`config.mk`:
```
export PLATFORM = sky130hd
export DESIGN_NAME = xrx_ctrl_monitor
export DESIGN_NICKNAME = d
export VERILOG_FILES = /design/src/rtl/xrx_chk_pkg.sv /design/src/rtl/xrx_lane_decode.sv /design/src/rtl/xrx_frame_scan.sv /design/src/rtl/xrx_sat_counter.sv /design/src/rtl/xrx_ctrl_monitor.sv
export SDC_FILE = /design/constraint.sdc
export NUM_CORES = 1
export LEC_CHECK = 0
export BUFFER_PORTS_ARGS = -buffer_cell sky130_fd_sc_hd__buf_2
export CAP_MARGIN = 20
export CORE_MARGIN = 3
export CORE_UTILIZATION = 50
export DETAILED_ROUTE_END_ITERATION = 8
export GPL_TIMING_DRIVEN = 0
export PLACE_DENSITY = 0.77
export RECOVER_POWER = 25
export SETUP_SLACK_MARGIN = 0.3
export SLEW_MARGIN = 10
export SYNTH_ARGS = -nofsm -noshare
export SYNTH_HDL_FRONTEND = slang
export SYNTH_SLANG_ARGS = --single-unit
export TNS_END_PERCENT = 50
```
`constraint.sdc`:
```
create_clock -name clk -period 8.4 [get_ports clk]
set_clock_uncertainty 0.05 [all_clocks]
set_input_delay 0.42 -clock clk [delete_from_list [all_inputs] [get_ports clk]]
set_output_delay 0.42 -clock clk [all_outputs]
set_load 0.02 [all_outputs]
```
`src/rtl/xrx_chk_pkg.sv`:
```
`timescale 1ns/1ps
package xrx_chk_pkg;
  localparam logic [7:0] CH_IDLE  = 8'h07;
  localparam logic [7:0] CH_START = 8'hFB;
  localparam logic [7:0] CH_TERM  = 8'hFD;
  localparam logic [7:0] CH_ERR   = 8'hFE;
  localparam logic [7:0] CH_SFD   = 8'hD5;

  typedef enum logic [2:0] {
    LK_DATA, LK_IDLE, LK_START, LK_TERM, LK_ERR, LK_OTHER
  } lane_kind_e;

  typedef struct packed {
    lane_kind_e kind;
    logic       sfd;   // data byte equal to the start-frame delimiter
  } lane_info_t;
endpackage

```
`src/rtl/xrx_lane_decode.sv`:
```
`timescale 1ns/1ps
module xrx_lane_decode
  import xrx_chk_pkg::*;
#(
  parameter int LANES = 8
) (
  input  logic [8*LANES-1:0]       rx_data,
  input  logic [LANES-1:0]         rx_ctrl,
  output lane_info_t [LANES-1:0]   info
);
  for (genvar g = 0; g < LANES; g++) begin : g_lane
    logic [7:0] byte_v;
    assign byte_v = rx_data[8*g +: 8];
    always_comb begin
      info[g].sfd = !rx_ctrl[g] && (byte_v == CH_SFD);
      if (!rx_ctrl[g])               info[g].kind = LK_DATA;
      else if (byte_v == CH_IDLE)    info[g].kind = LK_IDLE;
      else if (byte_v == CH_START)   info[g].kind = LK_START;
      else if (byte_v == CH_TERM)    info[g].kind = LK_TERM;
      else if (byte_v == CH_ERR)     info[g].kind = LK_ERR;
      else                           info[g].kind = LK_OTHER;
    end
  end
endmodule

```
`src/rtl/xrx_frame_scan.sv`:
```
`timescale 1ns/1ps
module xrx_frame_scan
  import xrx_chk_pkg::*;
#(
  parameter int LANES      = 8,
  parameter int SFD_OFFSET = 7,
  parameter int INC_W      = 5,
  localparam int LW        = $clog2(LANES)
) (
  input  lane_info_t [LANES-1:0] info,
  input  logic                   in_frame_q,
  input  logic                   seen_err_q,
  input  logic                   sfd_pend_q,
  input  logic [LW-1:0]          sfd_lane_q,
  output logic                   in_frame_d,
  output logic                   seen_err_d,
  output logic                   sfd_pend_d,
  output logic [LW-1:0]          sfd_lane_d,
  output logic [INC_W-1:0]       sym_inc,
  output logic [INC_W-1:0]       data_inc,
  output logic [INC_W-1:0]       ctrl_inc
);
  // Lanes are walked in order; frame state ripples from lane to lane.
  always_comb begin
    in_frame_d = in_frame_q;
    seen_err_d = seen_err_q;
    sfd_pend_d = 1'b0;
    sfd_lane_d = '0;
    sym_inc    = '0;
    data_inc   = '0;
    ctrl_inc   = '0;
    if (sfd_pend_q && !info[sfd_lane_q].sfd) data_inc = data_inc + INC_W'(1);
    for (int i = 0; i < LANES; i++) begin
      case (info[i].kind)
        LK_START: begin
          if (i == 0 || i == LANES/2) begin
            if (in_frame_d) data_inc = data_inc + INC_W'(1);
            in_frame_d = 1'b1;
            seen_err_d = 1'b0;
            if (i + SFD_OFFSET < LANES) begin
              if (!info[LW'((i + SFD_OFFSET) % LANES)].sfd)
                data_inc = data_inc + INC_W'(1);
            end else begin
              sfd_pend_d = 1'b1;
              sfd_lane_d = LW'((i + SFD_OFFSET) % LANES);
            end
          end else begin
            data_inc   = data_inc + INC_W'(1);
            in_frame_d = 1'b0;
          end
        end
        LK_TERM: begin
          if (in_frame_d) in_frame_d = 1'b0;
          else            ctrl_inc   = ctrl_inc + INC_W'(1);
        end
        LK_ERR: begin
          if (in_frame_d) begin
            if (!seen_err_d) begin
              sym_inc    = sym_inc + INC_W'(1);
              seen_err_d = 1'b1;
            end
          end else begin
            ctrl_inc = ctrl_inc + INC_W'(1);
          end
        end
        LK_IDLE: begin
          if (in_frame_d) begin
            data_inc   = data_inc + INC_W'(1);
            in_frame_d = 1'b0;
          end
        end
        LK_OTHER: begin
          if (in_frame_d) data_inc = data_inc + INC_W'(1);
          else            ctrl_inc = ctrl_inc + INC_W'(1);
        end
        default: ;
      endcase
    end
  end
endmodule

```
`src/rtl/xrx_sat_counter.sv`:
```
`timescale 1ns/1ps
module xrx_sat_counter #(
  parameter int CNT_W = 64,
  parameter int INC_W = 5
) (
  input  logic             clk,
  input  logic             rst,
  input  logic             en,
  input  logic [INC_W-1:0] inc,
  output logic [CNT_W-1:0] count
);
  logic [CNT_W:0] sum;
  assign sum = {1'b0, count} + (CNT_W+1)'(inc);

  always_ff @(posedge clk) begin
    if (rst)             count <= '0;
    else if (en) begin
      if (sum[CNT_W])    count <= '1;
      else               count <= sum[CNT_W-1:0];
    end
  end
endmodule

```
`src/rtl/xrx_ctrl_monitor.sv`:
```
`timescale 1ns/1ps
module xrx_ctrl_monitor
  import xrx_chk_pkg::*;
#(
  parameter int LANES      = 8,
  parameter int SFD_OFFSET = 7,
  parameter int CNT_W      = 64
) (
  input  logic               clk,
  input  logic               rst,
  input  logic               in_valid,
  input  logic [8*LANES-1:0] rx_data,
  input  logic [LANES-1:0]   rx_ctrl,
  output logic [CNT_W-1:0]   sym_err_count,
  output logic [CNT_W-1:0]   data_err_count,
  output logic [CNT_W-1:0]   ctrl_err_count
);
  localparam int LW     = $clog2(LANES);
  localparam int INC_W  = $clog2(2*LANES + 2);
  localparam int N_CNT  = 3;

  lane_info_t [LANES-1:0] info;
  logic                   in_frame_q, seen_err_q, sfd_pend_q;
  logic [LW-1:0]          sfd_lane_q;
  logic                   in_frame_d, seen_err_d, sfd_pend_d;
  logic [LW-1:0]          sfd_lane_d;
  logic [N_CNT-1:0][INC_W-1:0] incs;
  logic [N_CNT-1:0][CNT_W-1:0] counts;

  xrx_lane_decode #(.LANES(LANES)) u_dec (
    .rx_data (rx_data),
    .rx_ctrl (rx_ctrl),
    .info    (info)
  );

  xrx_frame_scan #(.LANES(LANES), .SFD_OFFSET(SFD_OFFSET), .INC_W(INC_W)) u_scan (
    .info       (info),
    .in_frame_q (in_frame_q),
    .seen_err_q (seen_err_q),
    .sfd_pend_q (sfd_pend_q),
    .sfd_lane_q (sfd_lane_q),
    .in_frame_d (in_frame_d),
    .seen_err_d (seen_err_d),
    .sfd_pend_d (sfd_pend_d),
    .sfd_lane_d (sfd_lane_d),
    .sym_inc    (incs[0]),
    .data_inc   (incs[1]),
    .ctrl_inc   (incs[2])
  );

  always_ff @(posedge clk) begin
    if (rst) begin
      in_frame_q <= 1'b0;
      seen_err_q <= 1'b0;
      sfd_pend_q <= 1'b0;
      sfd_lane_q <= '0;
    end else if (in_valid) begin
      in_frame_q <= in_frame_d;
      seen_err_q <= seen_err_d;
      sfd_pend_q <= sfd_pend_d;
      sfd_lane_q <= sfd_lane_d;
    end
  end

  for (genvar g = 0; g < N_CNT; g++) begin : g_cnt
    xrx_sat_counter #(.CNT_W(CNT_W), .INC_W(INC_W)) u_cnt (
      .clk   (clk),
      .rst   (rst),
      .en    (in_valid),
      .inc   (incs[g]),
      .count (counts[g])
    );
  end

  assign sym_err_count  = counts[0];
  assign data_err_count = counts[1];
  assign ctrl_err_count = counts[2];
endmodule

```
# After elaboration in Yosys (flattened, before gate mapping)
# Index checks and enable logic that the tools add are counted.
dict set report word_totals {
  register_bits 198
  latch_bits 0
  ram_bits 0
  romBits 0
  inputBits 75
  memories 0
}
dict set report op_classes {
  addsub 25
  multipliers 0
  div 0
  magnitude_cmp 1
  n_eq_ne 80
  n_shift 0
  muxes 128
  n_bitwise 0
  reduce_logical 42
}
# op count
set ops {}
lappend ops {{$eq A8 B8 Y1 const B} 32}
lappend ops {{$mux W5} 48}
lappend ops {{$add A64 B5 Y65} 3}
lappend ops {{$mux W64} 3}
lappend ops {{$add A5 B1 Y5 const B} 21}
lappend ops {{$mux W3} 32}
lappend ops {{$eq A8 B3 Y1 const B} 8}
lappend ops {{$pmux W5 S2} 6}
lappend ops {{$eq A3 B2 Y1 const B} 16}
lappend ops {{$eq A3 B3 Y1 const B} 16}
lappend ops {{$reduce_or A3 Y1} 16}
lappend ops {{$mux W1} 33}
lappend ops {{$eq A3 B1 Y1 const B} 8}
lappend ops {{$reduce_or A2 Y1} 8}
lappend ops {{$bmux W4 S3} 1}
lappend ops {{$logic_and A1 B1 Y1} 9}
lappend ops {{$logic_not A1 Y1} 9}
lappend ops {{$pmux W1 S2} 4}
lappend ops {{$lt A3 B4 Y1 const B} 1}
lappend ops {{$add A1 B1 Y2 const B} 1}
lappend ops {{$mux W2} 1}

# Logic depth before layout (Yosys ltp)
# Gate-level depths: netlist (run 1).
dict set report logic_depth {
  depth_word 38
  ltp_mapped 39
  ltp_nobuf 37
}

# By module
# A second synthesis (run 1) with hierarchy kept.
dict set report hier_totals {
  cells_unflattened 1767
  area_unflattened_um2 14295.0
}
# mod instances cells_per_inst area_each_um2 seq_area_each_um2
set by_module_without_submodules {}
lappend by_module_without_submodules {{xrx_sat_counter at g_cnt[0].u_cnt ...} 2 460 3812.4 1281.2}
lappend by_module_without_submodules {{xrx_sat_counter at g_cnt[2].u_cnt} 1 406 3445.8 1281.2}
lappend by_module_without_submodules {xrx_frame_scan 1 320 2249.7 0.0}
lappend by_module_without_submodules {xrx_lane_decode 1 102 760.7 0.0}
lappend by_module_without_submodules {xrx_ctrl_monitor 1 19 214.0 120.1}

# Least setup slack after synthesis (run 1)
# OpenSTA, ideal clock, no wires.
dict set report synth_timing {
  path_type {input-to-reg}
  startpoint {in rx_data[4]}
  endpoint {reg g_cnt[2].u_cnt.count[63]}
  setup_ns 0.132
  arrival_time_ns 8.755
  required_time_ns 8.218
  path_slack_ns -0.537
  stages 35
  cell_sequence {or4b_1 > or4_4 > a31o_1 > buf_6 > nor2_1 > ha_1 > mux2i_1 > inv_1 > ha_1 > nand3_1 > nand2_1 > ha_1 > nor3_1 > a31oi_1 > ha_1 > mux2_2 > ha_1 > mux2_2 > ha_1 > mux2_2 > ha_1 > mux2_2 > ha_1 > a21o_1 > a21oi_1 > o21bai_1 > a21oi_1 > nor4_1 > nand2_1 > or4_1 > clkbuf_1 > nor3_1 > and3_1 > xnor2_1 > a21oi_1}
}
dict set report synth_via {
  elab_chain_cells 32
}
# item line_no
set synth_rtl {}
lappend synth_rtl {{start, declared} xrx_ctrl_monitor.sv:12} ;# input logic [8*LANES-1:0] rx_data,
lappend synth_rtl {{$eq A8 B8 Y1} xrx_lane_decode.sv:20} ;# else if (byte_v == CH_ERR) info[g].kind = LK_ERR;
lappend synth_rtl {{$mux W1} xrx_lane_decode.sv:20}
lappend synth_rtl {{$mux W3} xrx_lane_decode.sv:19} ;# else if (byte_v == CH_TERM) info[g].kind = LK_TERM;
lappend synth_rtl {{$mux W3} xrx_lane_decode.sv:18} ;# else if (byte_v == CH_START) info[g].kind = LK_START;
lappend synth_rtl {{$mux W3 *} xrx_lane_decode.sv:17} ;# else if (byte_v == CH_IDLE) info[g].kind = LK_IDLE;
lappend synth_rtl {{$mux W3 *} xrx_lane_decode.sv:16} ;# if (!rx_ctrl[g]) info[g].kind = LK_DATA;
lappend synth_rtl {{$eq A3 B2 Y1 or $eq A3 B3 Y1 (tied branches)} xrx_frame_scan.sv:34} ;# case (info[i].kind)
lappend synth_rtl {{$reduce_or A3 Y1 (no line)} --}
lappend synth_rtl {{(+16 left out)} --}
lappend synth_rtl {{$add A5 B1 Y5} {xrx_frame_scan.sv:54, xrx_frame_scan.sv:63, xrx_frame_scan.sv:74}}
lappend synth_rtl {{$mux W5} {xrx_frame_scan.sv:53, xrx_frame_scan.sv:57, xrx_frame_scan.sv:73}}
lappend synth_rtl {{$mux W5} --}
lappend synth_rtl {{$add A5 B1 Y5} {xrx_frame_scan.sv:54, xrx_frame_scan.sv:63, xrx_frame_scan.sv:74}}
lappend synth_rtl {{$mux W5} {xrx_frame_scan.sv:53, xrx_frame_scan.sv:57, xrx_frame_scan.sv:73}}
lappend synth_rtl {{$mux W5 *} --}
lappend synth_rtl {{$add A64 B5 Y65 *} xrx_sat_counter.sv:13} ;# assign sum = {1'b0, count} + (CNT_W+1)'(inc);
lappend synth_rtl {{$mux W64 *} xrx_sat_counter.sv:18} ;# if (sum[CNT_W]) count <= '1;
lappend synth_rtl {{end signal, assigned} xrx_sat_counter.sv:19} ;# else count <= sum[CNT_W-1:0];
lappend synth_rtl {{end, declared} xrx_sat_counter.sv:10} ;# output logic [CNT_W-1:0] count
# Mark *: on every way between the ends. The rest lies on a longest branch, timed or not.
# A chain may end at the register's enable or synchronous reset.

# Final worst setup path (run 1)
dict set report layout_timing {
  startpoint {in rx_data[4]}
  endpoint {reg g_cnt[1].u_cnt.count[21]}
}
dict set report layout_via {
  elab_chain_cells 33
}
# item line_no
set layout_rtl {}
lappend layout_rtl {{$eq A8 B8 Y1} xrx_lane_decode.sv:15} ;# info[g].sfd = !rx_ctrl[g] && (byte_v == CH_SFD);
lappend layout_rtl {{$logic_and A1 B1 Y1} xrx_lane_decode.sv:15}
lappend layout_rtl {{$bmux W4 S3} xrx_frame_scan.sv:32} ;# if (sfd_pend_q && !info[sfd_lane_q].sfd) data_inc = data_inc + INC_W'(1);
lappend layout_rtl {{$mux W1 (not written as such)} xrx_frame_scan.sv:32}
lappend layout_rtl {{$logic_not A1 Y1} xrx_frame_scan.sv:32}
lappend layout_rtl {{$logic_and A1 B1 Y1} xrx_frame_scan.sv:32}
lappend layout_rtl {{$mux W1} xrx_frame_scan.sv:32}
lappend layout_rtl {{$add A1 B1 Y2} {xrx_frame_scan.sv:37, xrx_frame_scan.sv:68, xrx_frame_scan.sv:73}}
lappend layout_rtl {{(+17 left out)} --}
lappend layout_rtl {{$add A5 B1 Y5} {xrx_frame_scan.sv:48, xrx_frame_scan.sv:68, xrx_frame_scan.sv:73}}
lappend layout_rtl {{$mux W5} {xrx_frame_scan.sv:67, xrx_frame_scan.sv:73}}
lappend layout_rtl {{$pmux W5 S2} xrx_frame_scan.sv:34}
lappend layout_rtl {{$add A5 B1 Y5} {xrx_frame_scan.sv:48, xrx_frame_scan.sv:68, xrx_frame_scan.sv:73}}
lappend layout_rtl {{$mux W5} {xrx_frame_scan.sv:67, xrx_frame_scan.sv:73}}
lappend layout_rtl {{$pmux W5 S2 *} xrx_frame_scan.sv:34}
lappend layout_rtl {{$add A64 B5 Y65 *} xrx_sat_counter.sv:13}
lappend layout_rtl {{$mux W64 *} xrx_sat_counter.sv:18}
lappend layout_rtl {{end signal, assigned} xrx_sat_counter.sv:19}
lappend layout_rtl {{end, declared} xrx_sat_counter.sv:10}
# Mark *: on every way between the ends. The rest lies on a longest branch, timed or not. The select of a mux whose other input is x is not followed.

==> impl_metrics.csv, run 1 <==
group,metric,value,unit
detailed_routing,drtIter0Drc,666,
worst_setup_path,cp.arrival,8.24,ns
floorplan,num_io_pins,267,
synthesis,synth_common_cells,"dfxtp_1 (195), a21oi_1 (191), xor2_1 (134)",
synthesis,mappedNetlistArea,12000,um^2
pwr,pwr-share-clk,0.411,
floorplan,die_y,161,um
worst_setup_path,cp-startpoint,"rx_data[4]",
pwr,vdd_drop_max,0.119,mV
pwr,netSwitchingPower,0.600,mW
sta,maxSlewHeadroom,0.282,
sta,timing.final.crit_share,0.944,
floorplan,die_x,161,um
grt,grt-ovfl-total,0,
sta,setup_viol,0,
clock_tree,clk_pin_slew,0.08,ns
synthesis,synth.ff_latch_count,195,
synthesis,synth_edf_count,0,
clock_tree,clk_latency,0.44,ns
detailed_routing,finalWirelength,33.9,mm
clock_tree,clockBufferDepth,2,
layout,final_cell_count_no_fill,2111,
floorplan,die-area,25900,um^2
hold_path,hp-start,"rx_ctrl[7]",
synthesis,ys_warn_count,0,
worst_setup_path,critPathMaxStageDelay,0.53,ns
placed_design,dp_slack,-0.725,ns
placed_design,routabilityCongestion,0.872,
grt,grt_pass1_wl,52.9,mm
floorplan,rows,56,
synthesis,avgSynthCellArea,8.19,um^2
detailed_routing,vias,11883,
placed_design,hpwlAfterDp,24.8,mm
synthesis,yosysMostFrequentCell,"dfxtp_1",
clock_tree,clock_sinks,195,
layout,final_cell_area,15100,um^2
grt,grt_pass1_vias,10912,
worst_setup_path,cp-end-kind,"flop",
pwr,cell_internal_pwr,1.54,mW
placed_design,io_buffers,263,
synthesis,ys_seq_area_frac,0.326,
hold_path,hold_path_class,"input port to flop",
floorplan,core_area,23500,um^2
synthesis,synth.distinct_cells,86,
clock_tree,numCtsBuffers,17,
synthesis,syn-num-nets,1579,
layout,nets,1893,
worst_setup_path,crit_type,"input port to flop",
placed_design,dpl_cell_area,14000,um^2
clock_tree,cts-root-buf,"clkbuf_16",
clock_tree,hold_buffers,0,
synthesis,synth_top_area_share,0.326,
placed_design,dp.cells,2046,
synthesis,synth_ff_type,"dfxtp_1",
worst_setup_path,cp_top_family,"simple AND/OR/NAND/NOR gates",
layout,layout-drive-gt1-share,0.213,
grt,antenna_found_initial,1,
grt,grt_max_degree,21,
clock_tree,htreeDepth,4,
job,max-cap-violations,0,
detailed_routing,drc,0,
worst_setup_path,crit_buf_inv,6,
sta,min_period,7.93,ns
synthesis,yosysTopAreaCell,"dfxtp_1",
worst_setup_path,cp.required,8.71,ns
detailed_routing,drtPass1Iterations,5,
sta,final_hold_viol_count,0,
detailed_routing,avgViaCountPerCell,5.63,
sta,layout_setup_ws,0.470,ns
synthesis,synthCells,1464,
sta,maxSlewViolCount,0,
sta,tightestPinTransition,1.07,ns
synthesis,ys_async_sr_fraction,0,
pwr,combPwrFrac,0.149,
grt,grt_use_total,0.243,
sta,grt_setup_unrepaired,"yes",
worst_setup_path,r2r_start,"in_frame_q$_SDFFE_PP0P_",
synthesis,synth_area_leaders,"dfxtp_1 (33%), xor2_1 (9.8%), a21oi_1 (8.0%), xnor2_1 (5.8%), nand3_1 (4.4%)",
status,status,"finished, final reports clean",
pwr,p_sw_frac,0.280,
worst_setup_path,path_max_fanout,10,
pwr,p_leak,6.02,nW
pwr,power_density,141,nW/um^2
pwr,power_frac_seq,0.440,
worst_setup_path,startpoint_type,"input port",
sta,max_clock_freq,0.126,GHz
worst_setup_path,crit_slowest_cell,"or4b_4",
detailed_routing,ant_nets,0,
floorplan,initial_core_util,0.509,
detailed_routing,routedWlPerCell,16.1,um
clock_tree,cts_tree,"done",
layout,area_growth,26.4,%
## logic make-up (layout without fill, tap and decap cells)
family,after synthesis,in the layout,synth area share
simple gates,595,595,0.253
xor+xnor,226,226,0.177
buf+inv,84,411,0.0278
flops,195,195,0.326
compound gates,298,298,0.150
other cells,1,2,0.000313
mux,25,25,0.0222
fa+ha+maj,40,40,0.0436
## power by group through the flow
stage	combinational, mW	sequential [mW]	clock, mW
after floorplan	0.201	0.976	0
after global placement	0.287	0.965	0
after detailed placement	0.296	0.965	0
after CTS	0.298	0.943	0.900
after global routing	0.357	0.945	0.934
final	0.319	0.944	0.881
## tightest hold or removal path, stage by stage
cell and delay, ns:
buf_2 0.11, a21oi_1 0.08, mux2i_1 0.13, nor2_1 0.05
## final cells by class
| class | instances | area (um^2) |
|---|---|---|
| Timing Repair Buffer | 295 | 1460 |
| Inverter | 34 | 133 |
| Tap cell | 319 | 399 |
| Multi-Input combinational cell | 1185 | 8300 |
| Sequential cell | 195 | 3900 |
| Clock buffer | 18 | 439 |
| Buffer | 50 | 300 |
| Antenna cell | 1 | 2.50 |
| Fill cell | 2076 | 8390 |
| Clock inverter | 14 | 209 |
## sequential cells by signal, summed over array words and instances (netlist names)
name,count
g_cnt.u_cnt.count,192
in_frame_q,1
seen_err_q,1
sfd_lane_q,1
## path summary, 6_finish.rpt
kind                                                 to  cells past startpoint  slack [ns]
hold / removal                  in_frame_q$_SDFFE_PP0P_                      4        0.34
setup reg to reg  g_cnt[0].u_cnt.count[24]$_SDFFE_PP0P_                     30        0.80
hold reg to reg    g_cnt[1].u_cnt.count[4]$_SDFFE_PP0P_                      2        0.45
setup / recovery  g_cnt[1].u_cnt.count[21]$_SDFFE_PP0P_                     39        0.47
## metrics by stage
stage / TNS [ns] / hold WS [ns] / util / power (mW)
2_1_floorplan: 0 / 0.411 / - / 1.18
3_3_place_gp: -59.54 / 0.431 / 0.593 / 1.25
3_5_place_dp: -88.06 / 0.430 / 0.593 / 1.26
4_1_cts: 0 / 0.333 / 0.626 / 2.14
5_1_grt: 0 / 0.414 / 0.643 / 2.24
6_report: 0 / 0.345 / 0.643 / 2.14
## metal layers
layer / up-vias / track usage / wire length, um / share of wire
li1: 5864 / - / - / -
met4: 0 / 0.0704 / 658 / 0.019
met1: 5613 / 0.325 / 15000 / 0.44
met2: 364 / 0.402 / 16100 / 0.48
met3: 42 / 0.0480 / 2120 / 0.062
met5: - / 0 / 0 / 0
## cells in the final DEF (no fill, tap or decap), types with 5 or more instances in the layout
cell / n
nor3_4: 6
or3_1: 5
inv_1: 31
a31oi_1: 8
buf_6: 6
buf_2: 171
buf_4: 29
xnor2_1: 80
a21oi_2: 21
nor2_4: 5
xor2_2: 6
or2_2: 5
ha_4: 5
o21ai_0: 21
clkbuf_4: 5
o21a_1: 5
mux2i_1: 11
dfxtp_1: 195
nor3_2: 6
and4_1: 14
buf_8: 5
and3_1: 51
xor2_1: 131
a21o_1: 11
mux2_4: 7
clkbuf_16: 18
and2_1: 10
nor3_1: 34
a21oi_1: 168
nand3_1: 102
or4_1: 8
nor2_1: 118
nand2_1: 123
nor4_1: 7
a211oi_1: 8
ha_1: 31
nand4_1: 40
clkbuf_1: 124
mux2_2: 6
## timing repair
action / CTS / global route
endpoints found under the setup margin: 173 / 178
gates resized for setup: 17 / 82
gates cloned: 0 / 1
setup buffers: 9 / 22
pin swaps: 8 / 33
hold endpoints to repair: 0 / 0
Note: power is estimated with default switching activity, not from simulation.
==> inputs of run 2 (changes only) <==
CTS_BUF_LIST = sky130_fd_sc_hd__clkbuf_8   (was unset)
==> run 2 against run 1 <==
Setup slack improved by 0.025 ns. Count of clock-buffer cells in the layout is the same. Non-clock buffer count grew 10. First-iteration DRC count shrank 1.8%. Combinational power about the same. Highest routed layer unchanged. Sequential share of layout area grew 0.23 points. Via count about the same. Final area down 0.87%. Cell count rose by 0.47%. Power decreased by 9.0%. Flip-flop and latch count unchanged.
==> impl_metrics.csv, run 2 (same netlist as run 1, synthesis figures left out) <==
group,metric,value,unit
layout,final_common_cell,"dfxtp_1",
worst_setup_path,cp_top_family,"simple AND/OR/NAND/NOR gates",
worst_setup_path,critPathMaxStageDelay,0.55,ns
hold_path,hold_path_class,"input port to flop",
sta,setup_viol,0,
layout,area_growth,25.3,%
detailed_routing,drtIter0Drc,654,
layout,multi_input_area,8290,um^2
clock_tree,clockBufferDepth,2,
grt,grt_pass1_wl,52.8,mm
worst_setup_path,cp_common_cell,"ha_1",
clock_tree,hold_buffers,0,
status,status,"finished, final reports clean",
grt,grt_pass1_vias,10914,
sta,final_hold_viol_count,0,
clock_tree,clock_sinks,195,
pwr,netSwitchingPower,0.581,mW
layout,final_cell_mix,"dfxtp_1 (195), a21oi_1 (172), buf_2 (169)",
layout,nets,1903,
placed_design,hpwlAfterDp,24.8,mm
floorplan,initial_core_util,0.509,
worst_setup_path,crit_slowest_cell,"or4b_4",
floorplan,rows,56,
clock_tree,clk_latency,0.48,ns
pwr,p_sw_frac,0.298,
sta,tightestPinTransition,1.07,ns
grt,grt_max_degree,21,
detailed_routing,ant_nets,0,
detailed_routing,avgViaCountPerCell,5.60,
pwr,combPwrFrac,0.165,
detailed_routing,routedWlPerCell,15.9,um
clock_tree,htreeDepth,4,
clock_tree,cts_tree,"done",
pwr,cell_internal_pwr,1.37,mW
clock_tree,numCtsBuffers,17,
floorplan,core_area,23500,um^2
detailed_routing,drc,0,
floorplan,num_io_pins,267,
layout,largest_register_ffs,192,
layout,n_fill_cell,2102,
floorplan,die_y,161,um
grt,antenna_found_initial,1,
worst_setup_path,startpoint_type,"input port",
worst_setup_path,cp.arrival,8.27,ns
sta,grt_setup_unrepaired,"yes",
detailed_routing,drtPass1Iterations,5,
sta,min_period,7.91,ns
layout,regMostFlops,"g_cnt.u_cnt.count",
pwr,p_leak,5.99,nW
detailed_routing,vias,11876,
worst_setup_path,cp.required,8.76,ns
detailed_routing,finalWirelength,33.6,mm
sta,maxSlewViolCount,0,
placed_design,routabilityCongestion,0.872,
pwr,pwr-share-clk,0.351,
sta,timing.final.crit_share,0.941,
pwr,vdd_drop_max,0.108,mV
layout,final_core_util,0.638,
sta,maxSlewHeadroom,0.280,
pwr,power_frac_seq,0.484,
pwr,power,1.95,mW
placed_design,io_buffers,263,
pwr,power_density,130,nW/um^2
worst_setup_path,crit_buf_inv,6,
clock_tree,clk_pin_slew,0.12,ns
floorplan,die-area,25900,um^2
grt,grt-ovfl-total,0,
floorplan,die_x,161,um
clock_tree,cts-root-buf,"clkbuf_8",
layout,seqCellArea,3900,um^2
worst_setup_path,crit_type,"input port to flop",
layout,layout-drive-gt1-share,0.214,
job,max-cap-violations,0,
worst_setup_path,path_max_fanout,10,
worst_setup_path,cp-end-kind,"flop",
sta,max_clock_freq,0.126,GHz
grt,grt_use_total,0.243,
==> run 2: cell count changes in the layout (fill, tap and decap cells not counted), sizes merged <==
cell	change
buf	+11
clkbuf	-1
==> run 2: cell type report <==
type / instances / share of cell area
Tap cell: 319 / 0.0266
Sequential cell: 195 / 0.260
Inverter: 34 / 0.00867
Clock inverter: 14 / 0.0139
Multi-Input combinational cell: 1185 / 0.552
Antenna cell: 1 / 0.000167
Timing Repair Buffer: 305 / 0.102
Clock buffer: 18 / 0.0165
Buffer: 50 / 0.0198
==> run 2: metal layers <==
layer | track usage | wire length, um | up-vias
met1 | 0.322 | 15000 | 5637
met3 | 0.0575 | 2090 | 45
met4 | 0.0778 | 686 | 0
met5 | 0 | 0 | -
met2 | 0.394 | 15900 | 316
li1 | - | - | 5878
==> run 2: worst reg2reg max path, delay by kind of cell (launching register included) <==
| kind | cells | cell delay (ns) |
|---|---|---|
| mux | 4 | 1.15 |
| fa+ha+maj | 7 | 2.17 |
| simple gates | 8 | 1.46 |
| flops | 1 | 0.54 |
| compound gates | 7 | 1.32 |
| buf+inv | 5 | 0.86 |
==> run 2: repair_timing <==
item,CTS,global route
pin swaps,7,42
setup endpoints to repair,171,181
cloned,0,1
buffers inserted,9,32
gates resized for setup,14,81
==> run 2: power by group through the flow <==
stage / Sequential, mW / Combinational [mW] / Clock [mW]
final: 0.944 / 0.322 / 0.685
after detailed placement: 0.965 / 0.296 / 0
after global placement: 0.965 / 0.287 / 0
after global routing: 0.946 / 0.360 / 0.734
after CTS: 0.944 / 0.298 / 0.697
after floorplan: 0.976 / 0.201 / 0
==> run 2: worst paths after layout <==
kind                                              from                               endpoint  slack (ns)  cells after the start
setup / recovery                            rx_data[7]  g_cnt[1].u_cnt.count[21]$_SDFFE_PP0P_        0.49                     39
setup reg to reg               in_frame_q$_SDFFE_PP0P_  g_cnt[0].u_cnt.count[24]$_SDFFE_PP0P_        0.76                     31
hold / removal                              rx_ctrl[7]                in_frame_q$_SDFFE_PP0P_        0.32                      4
hold reg to reg   g_cnt[1].u_cnt.count[0]$_SDFFE_PP0P_   g_cnt[1].u_cnt.count[0]$_SDFFE_PP0P_        0.45                      2
==> run 2: through the flow <==
stage	instance area [um^2]	worst slack (ns)	hold slack, ns	std cells	setup TNS, ns
after floorplan	12300	0.291	0.411	1464	0
after CTS	14500	0.179	0.286	2087	0
final	15000	0.495	0.323	2121	0
after detailed placement	14000	-0.725	0.430	2046	-88.06
after global routing	15000	0.170	0.354	2121	0
after global placement	14000	-0.545	0.431	2046	-59.54
